File: src/rtl/awd_pkg.sv
package awd_pkg;
  localparam int NFLAG       = 5;
  localparam int FLG_RX_SCK  = 0;
  localparam int FLG_RX_LRCK = 1;
  localparam int FLG_DMA     = 2;
  localparam int FLG_TX_SCK  = 3;
  localparam int FLG_TX_LRCK = 4;
  localparam int NCLK        = 4;
endpackage

File: src/rtl/awd_edge_sync.sv
module awd_edge_sync #(
  parameter int N = 4
) (
  input  logic         clk,
  input  logic         rst,
  input  logic [N-1:0] din,
  output logic [N-1:0] edge_o
);
  logic [N-1:0] meta_q, sync_q, prev_q;

  always_ff @(posedge clk) begin
    if (rst) begin
      meta_q <= '0;
      sync_q <= '0;
      prev_q <= '0;
    end else begin
      meta_q <= din;
      sync_q <= meta_q;
      prev_q <= sync_q;
    end
  end

  // both directions of transition count as activity
  assign edge_o = sync_q ^ prev_q;
endmodule

File: src/rtl/awd_gap_counter.sv
module awd_gap_counter #(
  parameter int W = 20
) (
  input  logic         clk,
  input  logic         rst,
  input  logic         en,
  input  logic         restart,
  input  logic [W-1:0] limit,
  output logic         fault
);
  localparam logic [W-1:0] CNT_MAX = '1;
  logic [W-1:0] cnt_q;

  always_ff @(posedge clk) begin
    if (rst || !en || restart) cnt_q <= '0;
    else if (cnt_q != CNT_MAX) cnt_q <= cnt_q + 1'b1;
  end

  assign fault = en && (cnt_q > limit);

  // disabled counter rests at zero
  p_idle_zero_r5: assert property (@(posedge clk) disable iff (rst)
    !en |=> (cnt_q == '0));
  // activity restarts the count
  p_restart_r9: assert property (@(posedge clk) disable iff (rst)
    (en && restart) |=> (cnt_q == '0));
endmodule

File: src/rtl/awd_flag_reg.sv
module awd_flag_reg #(
  parameter int N = 5
) (
  input  logic         clk,
  input  logic         rst,
  input  logic [N-1:0] set_i,
  input  logic         clr_we,
  input  logic [N-1:0] clr_data,
  output logic [N-1:0] flags,
  output logic         irq
);
  logic [N-1:0] clr_mask, flags_d;

  assign clr_mask = clr_we ? clr_data : '0;
  // a pending set overrides a clear of the same bit
  assign flags_d  = (flags & ~clr_mask) | set_i;

  always_ff @(posedge clk) begin
    if (rst) begin
      flags <= '0;
      irq   <= 1'b0;
    end else begin
      flags <= flags_d;
      irq   <= |flags_d;
    end
  end


  p_irq_or_r8: assert property (@(posedge clk) disable iff (rst)
    irq == (|flags));

  for (genvar i = 0; i < N; i++) begin : g_chk
    // a flag survives unless its bit is written with 1
    p_sticky_r6: assert property (@(posedge clk) disable iff (rst)
      (flags[i] && !(clr_we && clr_data[i])) |=> flags[i]);
    // a set event always lands
    p_set_wins_r7: assert property (@(posedge clk) disable iff (rst)
      set_i[i] |=> flags[i]);
  end
endmodule

File: src/rtl/audio_clk_watchdog.sv
module audio_clk_watchdog
  import awd_pkg::*;
#(
  parameter int CLK_CNT_W = 20,
  parameter int DMA_CNT_W = 16
) (
  input  logic                 clk,
  input  logic                 rst,
  input  logic                 rx_sck_in,
  input  logic                 rx_lrck_in,
  input  logic                 tx_sck_in,
  input  logic                 tx_lrck_in,
  input  logic                 dma_req,
  input  logic                 rx_chk_en,
  input  logic [CLK_CNT_W-1:0] rx_limit,
  input  logic                 tx_chk_en,
  input  logic [CLK_CNT_W-1:0] tx_limit,
  input  logic                 dma_chk_en,
  input  logic [DMA_CNT_W-1:0] dma_limit,
  input  logic                 clr_we,
  input  logic [NFLAG-1:0]     clr_data,
  output logic [NFLAG-1:0]     flags,
  output logic                 irq
);
  // clock index order: rx sck, rx lrck, tx sck, tx lrck
  logic [NCLK-1:0] clk_raw, clk_edge, clk_fault;
  logic            dma_fault;
  logic [NFLAG-1:0] set_vec;

  assign clk_raw = {tx_lrck_in, tx_sck_in, rx_lrck_in, rx_sck_in};

  awd_edge_sync #(.N(NCLK)) u_sync (
    .clk(clk), .rst(rst), .din(clk_raw), .edge_o(clk_edge)
  );

  for (genvar i = 0; i < NCLK; i++) begin : g_clk
    localparam bit IS_TX = (i >= 2);
    logic                 en_i;
    logic [CLK_CNT_W-1:0] lim_i;
    assign en_i  = IS_TX ? tx_chk_en : rx_chk_en;
    assign lim_i = IS_TX ? tx_limit  : rx_limit;
    awd_gap_counter #(.W(CLK_CNT_W)) u_cnt (
      .clk(clk), .rst(rst), .en(en_i), .restart(clk_edge[i]),
      .limit(lim_i), .fault(clk_fault[i])
    );
  end

  awd_gap_counter #(.W(DMA_CNT_W)) u_dma (
    .clk(clk), .rst(rst), .en(dma_chk_en), .restart(!dma_req),
    .limit(dma_limit), .fault(dma_fault)
  );

  always_comb begin
    set_vec              = '0;
    set_vec[FLG_RX_SCK]  = clk_fault[0];
    set_vec[FLG_RX_LRCK] = clk_fault[1];
    set_vec[FLG_DMA]     = dma_fault;
    set_vec[FLG_TX_SCK]  = clk_fault[2];
    set_vec[FLG_TX_LRCK] = clk_fault[3];
  end

  awd_flag_reg #(.N(NFLAG)) u_flags (
    .clk(clk), .rst(rst), .set_i(set_vec), .clr_we(clr_we),
    .clr_data(clr_data), .flags(flags), .irq(irq)
  );

  // a disabled check raises no new flag
  p_rx_off_r5: assert property (@(posedge clk) disable iff (rst)
    !rx_chk_en |=> !$rose(flags[FLG_RX_SCK]) && !$rose(flags[FLG_RX_LRCK]));
  p_tx_off_r5: assert property (@(posedge clk) disable iff (rst)
    !tx_chk_en |=> !$rose(flags[FLG_TX_SCK]) && !$rose(flags[FLG_TX_LRCK]));
  p_dma_off_r5: assert property (@(posedge clk) disable iff (rst)
    !dma_chk_en |=> !$rose(flags[FLG_DMA]));
  // a request that drops cannot start a new fault
  p_dma_low_r4: assert property (@(posedge clk) disable iff (rst)
    (!dma_req && !$past(dma_req)) |=> !$rose(flags[FLG_DMA]));
endmodule

File: config.mk
export PLATFORM = sky130hd
export DESIGN_NAME = audio_clk_watchdog
export DESIGN_NICKNAME = d
export VERILOG_FILES = /design/src/rtl/awd_pkg.sv /design/src/rtl/awd_edge_sync.sv /design/src/rtl/awd_gap_counter.sv /design/src/rtl/awd_flag_reg.sv /design/src/rtl/audio_clk_watchdog.sv
export SDC_FILE = /design/constraint.sdc
export NUM_CORES = 1
export LEC_CHECK = 0
export ABC_AREA = 1
export CAP_MARGIN = 15
export CORE_ASPECT_RATIO = 1.75
export CORE_MARGIN = 3
export CORE_UTILIZATION = 39
export DETAILED_ROUTE_END_ITERATION = 10
export SLEW_MARGIN = 30
export SYNTH_ARGS = -nofsm -noshare
export SYNTH_HDL_FRONTEND = slang
export SYNTH_HIERARCHICAL = 1
export SYNTH_SLANG_ARGS = --single-unit
File: constraint.sdc
create_clock -name clk -period 4 [get_ports clk]
set_input_delay 1 -clock clk [delete_from_list [all_inputs] [get_ports clk]]
set_output_delay 1 -clock clk [all_outputs]
set_load 0.03 [all_outputs]
; ---- Yosys cells after proc, flatten, opt, wreduce, memory -nomap -nowiden
; Cells that the tools add are included.
[totals]
elab_cells = 48
n_memories = 0
input_bits = 72
romBits = 0
out_inout_bits = 6
ramBits = 0
reg_bits = 114
latch_bits = 0
[op_classes]
div_mod_pow = 0
n_eq_ne = 5
n_mux = 1
mul = 0
n_reduce_logical = 18
n_shift = 0
order_cmp = 5
bitwise_logic = 4
add_sub_neg = 5
[ops]
columns = cell, n
row1 = $add A20 B1 Y20 const B, 4
row2 = $gt A20 B20 Y1, 4
row3 = $ne A20 B20 Y1 const B, 4
row4 = $add A16 B1 Y16 const B, 1
row5 = $gt A16 B16 Y1, 1
row6 = $ne A16 B16 Y1 const B, 1
row7 = $logic_or A1 B1 Y1, 8
row8 = $and A5 B5 Y5, 1
row9 = $logic_and A1 B1 Y1, 5
row10 = $mux W5, 1
row11 = $not A5 Y5, 1
row12 = $or A5 B5 Y5, 1
row13 = $reduce_or A5 Y1, 1
row14 = $logic_not A1 Y1, 4
row15 = $xor A4 B4 Y4, 1

; ---- Depth between registers and ports, before layout
; Gate-level depths: netlist of the first run.
[depth]
ltp_word = 5
depth_mapped = 15
mapped_depth_nobuf = 15

; ---- Hierarchy
; The synthesis of the first run kept the hierarchy.
[by_module_without_submodules]
columns = module, n_inst, cells_per_inst, seq_area_each_um2, area_per_inst_um2
row1 = awd_gap_counter (g_clk[0].u_cnt ...), 3, 266, 400.4, 1695.4
row2 = awd_gap_counter (g_clk[2].u_cnt), 1, 266, 400.4, 1706.6
row3 = awd_gap_counter (u_dma), 1, 205, 320.3, 1348.8
row4 = awd_edge_sync, 1, 53, 240.2, 401.6
row5 = awd_flag_reg, 1, 25, 120.1, 217.7
row6 = audio_clk_watchdog, 1, 1, 0.0, 3.8

; ---- Worst setup path before layout of the first run
; OpenSTA, ideal clock, no wires.
[synth_timing]
path_kind = input port to flip-flop
from = in tx_limit[19]
to = reg u_flags.irq
arrival_ps = 2129
cell_stages = 13
setup_ps = 111
required_ps = 3889
n_path_buf = 0
setup_slack_ps = 1760
path_cell_list = inv_1 ha_1 nand2_1 nor2_1 nand2_1 nor2_1 nand3_1 nand2_1 nor2_1 a21oi_2 nand3_1 nor2_1 nor2_1
[synth_between]
elab_chain_cells = 4
elab_cells_between_ends = 6
cone_classes = 2 x order compare / 1 x bitwise / 3 x reduce/logical
[synth_lines]
columns = item, line
row1 = start: declaration, audio_clk_watchdog.sv:17  ; input logic [CLK_CNT_W-1:0] tx_limit,
row2 = $gt A20 B20 Y1, awd_gap_counter.sv:19  ; assign fault = en && (cnt_q > limit);
row3 = $logic_and A1 B1 Y1, awd_gap_counter.sv:19
row4 = via clk_fault[3], audio_clk_watchdog.sv:26  ; logic [NCLK-1:0] clk_raw, clk_edge, clk_fault;
row5 = $or A5 B5 Y5, awd_flag_reg.sv:16  ; assign flags_d = (flags & ~clr_mask) | set_i;
row6 = $reduce_or A5 Y1, awd_flag_reg.sv:24  ; irq <= |flags_d;
row7 = end signal: assignment, awd_flag_reg.sv:24
row8 = end: declaration, awd_flag_reg.sv:10  ; output logic irq
; The timed path passes the listed nets, and every way through them passes these cells.
; A chain may end at the register's enable or synchronous reset.

; ---- Worst setup path after layout of the first run
[layout_timing]
from = in rst
to = reg g_clk[2].u_cnt.cnt_q[0]
[layout_between]
elab_chain_cells = 2
[layout_lines]
columns = item, line
row1 = start: declaration, audio_clk_watchdog.sv:8  ; input logic rst,
row2 = $logic_or A1 B1 Y1 (2 in a row), awd_gap_counter.sv:15  ; if (rst || !en || restart) cnt_q <= '0;
row3 = end signal: assignment, awd_gap_counter.sv:16  ; else if (cnt_q != CNT_MAX) cnt_q <= cnt_q + 1'b1;
row4 = end: declaration, awd_gap_counter.sv:12  ; logic [W-1:0] cnt_q;
; Every way passes these cells.

==> results of run 1 <==
worst paths after layout:
| path | startpoint | to | slack [ps] | depth (start not counted) |
|---|---|---|---|---|
| min | u_sync/meta_q[3] | u_sync/sync_q[3] | 400 | 2 |
| max | rst | g_clk[2].u_cnt/cnt_q[0] | 1320 | 5 |
| min reg2reg | u_sync/meta_q[3] | u_sync/sync_q[3] | 400 | 2 |
| max reg2reg | g_clk[3].u_cnt/cnt_q[17] | u_flags/irq | 2170 | 12 |
worst max-delay path, cell delays in order:
cell	delay, ps
clkdlybuf4s50_1	750
buf_4	340
nor3_4	390
inv_1	330
a21oi_1	200
cell families (layout without fill, tap and decap cells):
| logic type | Yosys count | in the layout |
|---|---|---|
| AO/OA/AOI/OAI | 101 | 101 |
| buffers and inverters | 253 | 357 |
| XOR/XNOR | 46 | 46 |
| adder cells (fa/ha/maj) | 101 | 101 |
| flip-flops | 114 | 114 |
| AND/OR/NAND/NOR | 733 | 733 |
metal layers:
metal,track usage (%),up-vias,share of wire (%)
li1,-,4353,-
met1,19.9,3715,41
met2,35.5,167,52
met3,2.96,65,3.0
met4,10.1,0,4.1
met5,0,-,0
final cells by class:
cell class,count,area (sq um)
clock inverter,11,138
inverter,247,952
sequential,114,2280
clock buffer,20,447
fill,2282,11600
multi-input combinational,981,5490
tap,296,370
timing repair buffer,79,786
through the flow:
step | cells | hold slack [ps] | setup WS [ps] | total power, mW
floorplan | 1348 | 388 | 1760 | 1.29
global placement | 1717 | 391 | 881 | 1.40
detailed placement | 1717 | 394 | 873 | 1.40
CTS | 1748 | 398 | 1300 | 2.95
global route | 1748 | 416 | 1130 | 3.02
finish | 1748 | 398 | 1320 | 2.90
cells in the final DEF, fill, tap and decap left out, types with 6 or more instances in the layout:
master,instances
nand3_2,8
inv_1,224
nor2_1,236
nand2_1,341
nand2_2,6
clkdlybuf4s50_1,77
xnor2_1,46
nor2_4,15
ha_1,101
a21oi_1,61
nand4_1,10
nand3_1,87
dfxtp_1,114
inv_2,18
clkbuf_16,17
nand2_4,9
o21ai_0,17
sequential cells by signal (all words and copies together), names as in the netlist:
signal and count:
u_sync/meta_q 4, u_flags/flags 5, u_dma/cnt_q 16, g_clk.u_cnt/cnt_q 80, u_flags/irq 1, u_sync/sync_q 4
u_sync/prev_q 4
cells in the mapped netlist:
library cell | number | area, sq um
nand2_1 | 341 | 1280
nor2_1 | 236 | 886
inv_1 | 224 | 841
dfxtp_1 | 114 | 2280
ha_1 | 101 | 1260
nand3_1 | 87 | 435
a21oi_1 | 61 | 305
xnor2_1 | 46 | 403
inv_2 | 18 | 67.6
o21ai_0 | 17 | 85.1
nor2_4 | 15 | 169
nand4_1 | 10 | 62.6
nand2_4 | 9 | 101
nand3_2 | 8 | 80.1
nand2_2 | 6 | 37.5
a21o_1 | 5 | 37.5
a21oi_2 | 5 | 43.8
a31oi_1 | 5 | 31.3
clkinv_4 | 5 | 43.8
nand3_4 | 5 | 87.6
a21boi_0 | 4 | 30.0
nor2_2 | 4 | 25.0
nor3_1 | 4 | 20.0
nor3_2 | 4 | 40.0
o21ai_1 | 4 | 20.0
buf_2 | 3 | 15.0
buf_6 | 2 | 22.5
nor3_4 | 2 | 32.5
or2_2 | 2 | 12.5
clkbuf_1 | 1 | 3.75
report_power, final:
| part | leakage, nW | internal [mW] | total, mW | switching, mW |
|---|---|---|---|---|
| Combinational | 3.65 | 0.108 | 0.220 | 0.112 |
| Sequential | 0.921 | 1.15 | 1.15 | 0.00921 |
| Clock | 0.281 | 0.985 | 1.53 | 0.541 |
==> run_results.csv, run 1 <==
group,metric,value,unit
status,outcome,"finished clean",
detailed_routing,drt.antenna.violating_nets,0,
timing,setup_viol,0,
timing,max_freq,372,MHz
detailed_routing,route.vias.total,8300,
cts,clock_latency,410,ps
synthesis,synth-simple-area-share,37.3,%
cts,clock_sinks,114,
worst_setup_path,end_kind,"register",
synthesis,muxShareOfSynthArea,0,%
timing,slew_violations,0,
cts,cts_tree,"done",
detailed_routing,drc,0,
timing,fin_crit_sh,67.1,%
cts,hold_buffers,0,
cts,clkTransAtPathRegs,50,ps
detailed_routing,dr.pass1.iters,5,
grt,grt_use_total,18.9,%
synthesis,synth_xor_area_share,4.60,%
layout,stdcell_area,10500,sq um
cts,post_cts_buffers,0,
synthesis,avgSynthCellArea,6.50,sq um
detailed_routing,vias_per_cell,4.75,
power,power.density,277,nW/um^2
cts,cts_root_buf,"clkbuf_16",
floorplan,die_y,204,um
layout,fin_util,47.4,%
synthesis,yosys_register_bits,114,
synthesis,ys_seq_area_share,26.0,%
worst_setup_path,required,4340,ps
floorplan,rows,72,
layout,n_antenna_cell,0,
grt,grt_pass1_wl,37100,um
floorplan,start_util,39.7,%
cts,cts-buffers-inserted,17,
power,ir_drop,271,uV
floorplan,die_x,119,um
place,port_buffers,77,
synthesis,syn_nets,1521,
floorplan,fp.coreArea,22100,sq um
cts,htree_levels,4,
layout,area_growth_syn_to_layout,19.4,%
floorplan,die_area,24400,sq um
synthesis,synthesis.area,8760,sq um
timing,skew,5.96,ps
cts,cts_resized,0,
timing,fin_crit,2680,ps
timing,hold_viol,0,
timing,worstMarginPinSlew,666,ps
timing,rsz0062_at_grt,"false",
place,placed_cell_area,9880,sq um
power,p_leak,4.85,nW
timing,relSlewSlack,55.5,%
worst_setup_path,cp_max_fo,13,
synthesis,synthAdderAreaFrac,14.4,%
min_path,hold_class,"reg -> reg",
cts,clockBufferDepth,2,
synthesis,synth.distinct_cells,30,
layout,final_net_count,1613,
layout,drive_gt1_share,7.85,%
detailed_routing,detail_route.wl_per_cell,13.0,um
place,hpwl,18500,um
floorplan,io_pins,78,
grt,antenna_found_initial,0,
run,cap_violations,0,
detailed_routing,dr.first_iter.drc_count,479,
place,gp_congestion,0.873,
worst_setup_path,start_kind,"input port",
synthesis,syn_inst,1348,
synthesis,synth_top_family_by_area,"simple AND/OR/NAND/NOR gates",
timing,tns,0,ps
synthesis,synth_compound_area_share,6.31,%
worst_setup_path,setup.worst_path.class,"in -> reg",
grt,grt_max_degree,17,
detailed_routing,wirelength,22700,um
worst_setup_path,cp.arrival,3020,ps
synthesis,ys_warn_count,6,
grt,grt_pass1_vias,8076,
grt,overflow,0,
No activity file was read; power rests on OpenSTA's default activity.
==> run 2: changes to the inputs <==
==> constraint.sdc (replaced) <==
create_clock -name clk -period 2.7 [get_ports clk]
set_input_delay 0.675 -clock clk [delete_from_list [all_inputs] [get_ports clk]]
set_output_delay 0.675 -clock clk [all_outputs]
set_load 0.03 [all_outputs]
==> run 2 against run 1 <==
Compared with the run above:
- worst setup slack got worse by 900 ps
- critical endpoint is now u_flags/irq
- combinational power increased by 52%
- sequential power increased by 49%
- clock-buffer cell count decreased by 3
- first-iteration DRC count decreased by 26%
- cell count increased by 0.29%
- critical path type unchanged
- utilization increased by 0.41 points
- die area unchanged
- wire length increased by 0.22%
- critical path depth increased by 9
- global-route usage increased by 0.19 points
- power increased by 57%
- largest power group unchanged
==> run_results.csv, run 2 (synthesized netlist as in run 1, its figures left out) <==
group,metric,value,unit
grt,grt_max_degree,17,
cts,clockBufferDepth,2,
timing,worstMarginPinSlew,472,ps
worst_setup_path,end_kind,"register",
detailed_routing,wirelength,22700,um
layout,n_fill_cell,2259,
cts,cts_resized,0,
layout,final_cell_mix,"nand2_1 (341), nor2_1 (236), inv_1 (224), dfxtp_1 (114), ha_1 (101)",
timing,max_freq,437,MHz
place,hpwl,18900,um
timing,hold_viol,0,
timing,relSlewSlack,68.5,%
layout,n_antenna_cell,0,
place,gp_congestion,0.895,
floorplan,die_y,204,um
grt,overflow,0,
worst_setup_path,path_common_cell,"nor2_1",
timing,rsz0062_at_grt,"false",
timing,skew,9.48,ps
worst_setup_path,max_stage_delay,520,ps
cts,hold_buffers,0,
layout,reg_top3,"g_clk.u_cnt/cnt_q x80, u_dma/cnt_q x16, u_flags/flags x5",
detailed_routing,vias_per_cell,4.71,
layout,drive_gt1_share,8.30,%
timing,fin_crit,2290,ps
place,dp_cells,1721,
worst_setup_path,required,3020,ps
min_path,hold_class,"reg -> reg",
cts,clock_latency,430,ps
cts,clkTransAtPathRegs,60,ps
cts,cts_tree,"done",
layout,final_net_count,1617,
power,ir_drop,460,uV
worst_setup_path,setup.worst_path.class,"in -> reg",
detailed_routing,dr.pass1.iters,4,
layout,layout.area.seq,2280,sq um
layout,stdcell_area,10600,sq um
detailed_routing,drc,0,
timing,fin_crit_sh,84.7,%
worst_setup_path,start_kind,"input port",
layout,largest_reg_flops,80,
worst_setup_path,crit_chain,"clkdlybuf4s50_1, inv_1, ha_1, nand2_1, nor2_1, nand2_1, nor2_1, nand3_1, nand2_1, nor2_1, a21oi_2, nand3_1, nor2_1, nor2_1",
timing,slew_violations,0,
layout,layout_commonest_cell,"nand2_1",
worst_setup_path,r2r_setup_slack,850,ps
floorplan,start_util,39.7,%
detailed_routing,route.vias.total,8248,
timing,setup_viol,0,
worst_setup_path,cp.arrival,2610,ps
power,power.density,430,nW/um^2
detailed_routing,drt.antenna.violating_nets,0,
layout,final-instance-count-excl-fill,1753,
place,port_buffers,77,
detailed_routing,dr.first_iter.drc_count,356,
cts,post_cts_buffers,0,
floorplan,io_pins,78,
floorplan,die_x,119,um
worst_setup_path,cp_max_fo,2,
layout,regMostFlops,"g_clk.u_cnt/cnt_q",
status,outcome,"finished clean",
floorplan,rows,72,
place,placed_cell_area,9910,sq um
layout,multi_input_area,5490,sq um
floorplan,die_area,24400,sq um
grt,grt_use_total,19.1,%
grt,antenna_found_initial,0,
cts,cts-buffers-inserted,17,
cts,htree_levels,4,
floorplan,fp.coreArea,22100,sq um
grt,grt_pass1_wl,37100,um
worst_setup_path,slowest_stage,"clkdlybuf4s50_1",
detailed_routing,detail_route.wl_per_cell,13.0,um
grt,grt_pass1_vias,8168,
cts,clock_sinks,114,
run,cap_violations,0,
power,p_leak,4.91,nW
layout,area_growth_syn_to_layout,20.4,%
cts,cts_root_buf,"clkbuf_16",
==> run 2: changes by cell type in the layout (fill, tap and decap cells not counted) <==
cell,change
clkinv_2,-5
clkinv_4,+3
clkbuf_8,-1
buf_4,+4
inv_8,+1
clkbuf_1,-2
bufinv_16,+1
inv_6,+7
clkinvlp_4,-3
==> run 2: worst paths after layout <==
check | start | to | depth (start not counted)
worst min-delay path | u_sync/meta_q[0] | u_sync/sync_q[0] | 2
worst max-delay path | tx_limit[19] | u_flags/irq | 14
worst max register to register | g_clk[0].u_cnt/cnt_q[15] | u_flags/irq | 13
worst min register to register | u_sync/meta_q[0] | u_sync/sync_q[0] | 2
==> run 2: critical path: cells and delay by family <==
family | cells | cell delay [ps]
buf+inv | 2 | 580
compound gates | 1 | 130
simple gates | 10 | 950
fa+ha+maj | 1 | 290
==> run 2: layer usage <==
layer	vias to the layer above	global-route usage, %	wire, um	part of all wire, %
li1	4390	-	-	-
met1	3655	18.8	8970	39
met2	141	36.9	12100	53
met3	62	3.68	738	3.2
met4	0	10.1	984	4.3
met5	-	0	0	0
==> run 2: cell type report <==
class / instances / share of cell area (%)
Clock buffer: 17 / 4.03
Clock inverter: 15 / 2.07
Inverter: 247 / 9.02
Multi-Input combinational cell: 981 / 52.0
Sequential cell: 114 / 21.6
Tap cell: 296 / 3.51
Timing Repair Buffer: 83 / 7.73
==> run 2: metrics by stage <==
| step | power, mW | hold slack [ps] | setup slack, ps | utilization, % | setup TNS [ps] |
|---|---|---|---|---|---|
| after floorplan | 1.91 | 388 | 785 | - | 0 |
| after global placement | 2.08 | 393 | -51.8 | 44.9 | -51.8 |
| after detailed placement | 2.09 | 393 | -53.8 | 44.9 | -53.8 |
| after CTS | 4.60 | 395 | 400 | 47.8 | 0 |
| after global routing | 4.71 | 416 | 185 | 47.8 | 0 |
| final | 4.54 | 392 | 413 | 47.8 | 0 |
==> run 2: power by group <==
part / internal, mW / switching [mW] / total [mW]
logic: 0.165 / 0.170 / 0.335
clock network: 1.57 / 0.923 / 2.50
registers: 1.70 / 0.0137 / 1.71
total: 3.43 / 1.11 / 4.54
